[config.mk]
export PLATFORM = sky130hd
export DESIGN_NAME = msg_irq_collector
export DESIGN_NICKNAME = d
export VERILOG_FILES = /design/src/rtl/msg_irq_collector.sv
export SDC_FILE = /design/constraint.sdc
export NUM_CORES = 1
export LEC_CHECK = 0
export BUFFER_PORTS_ARGS = -buffer_cell sky130_fd_sc_hd__buf_2
export CAP_MARGIN = 20
export CORE_ASPECT_RATIO = 0.75
export CORE_MARGIN = 3
export CORE_UTILIZATION = 54
export DETAILED_ROUTE_END_ITERATION = 6
export GPL_ROUTABILITY_DRIVEN = 0
export PLACE_DENSITY = 0.76
export SKIP_LAST_GASP = 1
export SLEW_MARGIN = 20
export SYNTH_ARGS = -nofsm -noshare
export SYNTH_HDL_FRONTEND = slang
export SYNTH_SLANG_ARGS = --single-unit
[constraint.sdc]
create_clock -name clk -period 3.91 [get_ports clk]
set_input_delay 0.782 -clock clk [delete_from_list [all_inputs] [get_ports clk]]
set_output_delay 0.782 -clock clk [all_outputs]
set_load 0.01 [all_outputs]
[src/rtl/msg_irq_collector.sv]
module msg_irq_collector #(
  parameter int ADDR_W = 16,
  parameter int DEPTH  = 16
) (
  input  logic              clk,
  input  logic              rst_n,
  input  logic [31:0]       evt_i,
  input  logic              msg_vld,
  input  logic [7:0]        msg_bus,
  input  logic [4:0]        msg_dev,
  input  logic [2:0]        msg_fn,
  input  logic [7:0]        msg_code,
  input  logic              reg_rd,
  input  logic              reg_wr,
  input  logic [ADDR_W-1:0] reg_addr,
  input  logic [31:0]       reg_wdata,
  output logic [31:0]       reg_rdata,
  output logic              irq
);
  localparam int PTR_W = $clog2(DEPTH);
  localparam int CNT_W = PTR_W + 1;
  localparam logic [ADDR_W-1:0] A_INFO = ADDR_W'(16'h10B0);
  localparam logic [ADDR_W-1:0] A_QSTS = ADDR_W'(16'h10B4);
  localparam logic [ADDR_W-1:0] A_STAT = ADDR_W'(16'h10C0);
  localparam logic [ADDR_W-1:0] A_ENAB = ADDR_W'(16'h10C4);
  localparam int B_MSG = 4;
  localparam int B_OVF = 31;
  localparam logic [31:0] OWN_BITS = (32'd1 << B_MSG) | (32'd1 << B_OVF);

  logic [31:0]      st, en, st_nx, clr;
  logic [23:0]      mem [DEPTH];
  logic [PTR_W-1:0] wptr, rptr;
  logic [CNT_W-1:0] cnt, cnt_nx;
  logic             empty, full, pop, push, ovf;

  wire hit_info = reg_addr == A_INFO;
  wire hit_qsts = reg_addr == A_QSTS;
  wire hit_stat = reg_addr == A_STAT;
  wire hit_enab = reg_addr == A_ENAB;

  assign empty  = cnt == '0;
  assign full   = cnt == CNT_W'(DEPTH);
  assign pop    = reg_rd & hit_info & ~empty;
  assign push   = msg_vld & (~full | pop);
  assign ovf    = msg_vld & ~push;
  assign cnt_nx = cnt + CNT_W'(push) - CNT_W'(pop);
  assign clr    = (reg_wr & hit_stat) ? reg_wdata : 32'd0;

  always_comb begin
    st_nx        = (st & ~clr) | (evt_i & ~OWN_BITS);
    st_nx[B_MSG] = (st[B_MSG] & ~clr[B_MSG]) | (cnt_nx != '0);
    st_nx[B_OVF] = (st[B_OVF] & ~clr[B_OVF]) | ovf;
  end

  always_ff @(posedge clk) begin
    if (!rst_n) begin
      st   <= '0;
      en   <= '0;
      irq  <= 1'b0;
      cnt  <= '0;
      wptr <= '0;
      rptr <= '0;
    end else begin
      st  <= st_nx;
      irq <= |(st & en);
      cnt <= cnt_nx;
      if (reg_wr && hit_enab) en <= reg_wdata;
      if (push) wptr <= (wptr == PTR_W'(DEPTH-1)) ? '0 : wptr + 1'b1;
      if (pop)  rptr <= (rptr == PTR_W'(DEPTH-1)) ? '0 : rptr + 1'b1;
    end
  end

  always_ff @(posedge clk)
    if (push) mem[wptr] <= {msg_bus, msg_dev, msg_fn, msg_code};

  always_ff @(posedge clk) begin
    if (!rst_n) reg_rdata <= '0;
    else if (reg_rd) begin
      unique case (1'b1)
        hit_stat: reg_rdata <= st;
        hit_enab: reg_rdata <= en;
        hit_info: reg_rdata <= empty ? 32'd0 : {8'd0, mem[rptr]};
        hit_qsts: reg_rdata <= {31'd0, empty};
        default:  reg_rdata <= 32'd0;
      endcase
    end
  end

  AST_NO_OVERFLOW: assert property (@(posedge clk) disable iff (!rst_n)
    cnt <= CNT_W'(DEPTH));
  AST_OVF_STICKY: assert property (@(posedge clk) disable iff (!rst_n)
    (st[B_OVF] && !(reg_wr && hit_stat && reg_wdata[B_OVF])) |=> st[B_OVF]);
  AST_EMPTY_READ_ZERO: assert property (@(posedge clk) disable iff (!rst_n)
    (reg_rd && hit_info && empty) |=> reg_rdata == 32'd0);
  AST_EMPTY_READ_KEEPS: assert property (@(posedge clk) disable iff (!rst_n)
    (reg_rd && hit_info && empty && !msg_vld) |=> (cnt == '0 && $stable(rptr)));
  AST_MSG_PENDING: assert property (@(posedge clk) disable iff (!rst_n)
    !empty |-> st[B_MSG]);
  AST_IRQ_MASKED: assert property (@(posedge clk) disable iff (!rst_n)
    ((st & en) == 32'd0) |=> !irq);
  AST_QSTS_BITS: assert property (@(posedge clk) disable iff (!rst_n)
    (reg_rd && hit_qsts) |=> reg_rdata[31:1] == 31'd0);
endmodule

==> out/metrics.cfg <==
[critical_path]
crit_arrival_ns=3.72
cp-end-kind=register
cp_max_fo=3
r2r_setup_slack_ns=0.63
crit_path_start_kind=register
crit-reg2reg-launch=cnt[2]$_SDFF_PN0_
timing.rr.end=st[4]$_SDFF_PN0_
critPathRequiredTime_ns=4.35
critPathLaunch=cnt[2]$_SDFF_PN0_
rr_worst_depth=14
worstSetupPathType=reg -> reg

[floorplan]
row_count=60
die_w_um=227
initial_utilization_pct=55.1
die_h_um=172
io_pins=142
core_region_area_um2=36000
die-area_um2=39100

[power]
swShare_pct=21.5
p_switching_uw=2340
clkPwrFrac_pct=39.4
p_int_uw=8540
p_leak_uw=0.00775
p_seq_share_pct=54.3
irDropWorstVdd_uv=380
p_comb_share_pct=6.3
power.density_nw_per_um2=481

[timing]
fin_worst_skew_ns=0.0147
finalSetupViolCount=0
fin_crit_sh_pct=84.0
hold_violations=0
tightest_slew_ns=0.985
grt_setup_unrepaired=no
final-max-slew-violation-count=0
tns_ns=0
relSlewSlack_pct=34.3
period_needed_ns=3.28
max_freq_mhz=304

[clock_tree]
clkSinkCount=498
cts_tree=done
htree_levels=2
ctsHoldBuffers=0
post_cts_buffers=0
path_clk_slew_ns=0.06
post_cts_resized=0
clock_latency_ns=0.56
clockBufferDepth=3
clock-root-buffer=clkbuf_16
cts_buffers=46

[global_route]
antenna_found_initial=1
grt_max_degree=50
grt_util_met1_pct=36.0
grt_pass1_wl_um=69600
grt_use_met2_pct=36.7
grt_pass1_vias=11700
met3_usage_pct=4.07
overflow=0
grt-busiest-layer=met2
grt_usage_pct=23.9

[logic_synthesis]
synth_top_family_by_area=multiplexers
synth_ff_type=edfxtp_1
synth_cell_types=61
ys_ff_latch=498
synth.largest_area_cell=edfxtp_1
yosysSeqAreaShare_pct=69.6
yosys_warnings=0
synth_edf_count=384
syn-num-nets=1414
syn_area_um2=19800
syn_inst=1294
yosysTopAreaCellShare_pct=58.1
synthMuxAreaShare_pct=12.8
async_reset_ff_share_pct=0
syn_avg_cell_area_um2=15.3
synth_compound_area_share_pct=7.35
netlist_top_cells_area=edfxtp_1 (58%), dfxtp_1 (12%), mux4_2 (11%), nand2_1 (3.5%), a21oi_1 (2.1%)
synth-simple-area-share_pct=6.24
synthXorXnorAreaFrac_pct=0.221
yosys.area_share.adder_pct=0.731

[place]
hpwl_um=28900
numPlacedInstances=1864
port_buffers=139

[finish]
layout_commonest_cell=edfxtp_1
stdcell_count=1948
syn2layout_area_growth_pct=14.0
final_layout_size_suffix_gt1_share_pct=25.6
layout_common_cells=edfxtp_1 (384), nand2_1 (185), buf_2 (139)
antenna_cells=0
final_nets=1568

[worst_hold_path]
worstHoldEndpoint=st[6]$_SDFF_PN0_
hold_depth=2
hold_path.class=in -> reg
hp-start=reg_wdata[6]

[route]
dr.first_iter.drc_count=1585
wirelength_um=46400
vias=11900
drtPass1Iterations=5
drt-vias-per-instance=6.11
ant_nets=0
drc=0
routedWlPerCell_um=23.8

[run]
maxCapViolCount=0

[outcome]
status=completed

per-stage QoR:
step	total power [µW]	utilization (%)	cell area (µm²)	setup WS (ns)	hold slack, ns
final	10900	62.8	22600	0.626	0.418
after global routing	11200	62.8	22600	0.358	0.415
after CTS	10900	62.8	22600	0.621	0.397
after detailed placement	6690	58.8	21200	0.114	0.458
after global placement	6660	58.8	21200	0.137	0.450
after floorplan	6410	-	19800	0.0446	0.440
cells by family after synthesis:
family / after synthesis
buffers and inverters: 138
DFF: 498
muxes: 135
AOI/OAI and AO/OA: 232
and+or+nand+nor: 275
adders and majority gates: 11
xor gates and xnor gates: 5
sequential cells by signal (all words and copies together) (netlist names), named ones only:
name	cells
rptr	4
reg_rdata	32
mem	384
wptr	4
st	32
en	32
cnt	5
irq	1
power groups by stage:
stage | logic, µW | clock network, µW | registers (µW)
floorplan | 404 | 0 | 6000
global placement | 652 | 0 | 6010
detailed placement | 674 | 0 | 6020
CTS | 683 | 4350 | 5910
global route | 753 | 4560 | 5920
finish | 682 | 4290 | 5910
layout make-up:
cell class | count | area (µm²)
Fill cell | 2541 | 13400
Sequential cell | 498 | 13800
Inverter | 65 | 244
Clock buffer | 60 | 1280
Tap cell | 465 | 582
Clock inverter | 23 | 155
Timing Repair Buffer | 179 | 1060
Multi-Input combinational cell | 658 | 5490
worst max-delay path, cell delays in order (launching register included):
cell	delay, ns
dfxtp_1	0.33
inv_1	0.06
ha_1	0.23
nor4b_2	0.18
nor2_1	0.18
nand2_1	0.08
nor3_1	0.29
inv_1	0.11
nand2_1	0.08
ha_1	0.16
inv_1	0.06
fa_1	0.42
xnor2_1	0.15
or3b_2	0.44
o41a_1	0.41
worst max path at each step:
stage | cells after the start | end | slack (ns)
2_1_floorplan | 6 | mem[0][0]$_DFFE_PP_ | 0.04
3_3_place_gp | 13 | st[4]$_SDFF_PN0_ | 0.14
3_5_place_dp | 13 | st[4]$_SDFF_PN0_ | 0.11
4_1_cts | 14 | st[4]$_SDFF_PN0_ | 0.62
5_1_grt | 14 | st[4]$_SDFF_PN0_ | 0.36
6_report | 14 | st[4]$_SDFF_PN0_ | 0.63
metal layers:
layer	vias to the layer above	wire, µm
met1	6050	19900
met3	66	3670
met4	2	977
met5	-	14
met2	528	21800
li1	5247	-
synthesized netlist by cell type, drive strengths merged, types with 5 or more instances:
library cell	instances
edfxtp	384
a31oi	32
o21ai	34
clkbuf	33
nand2b	11
a22oi	10
nor2	22
mux4	94
nand2	191
a21oi	82
a21boi	7
nor3	10
and2	5
o2bb2ai	22
o22ai	22
nand4	5
mux2i	32
dfxtp	114
ha	10
buf	40
a221oi	6
nand3	15
inv	65
mux2	9
(Power assumes the default switching activity.)
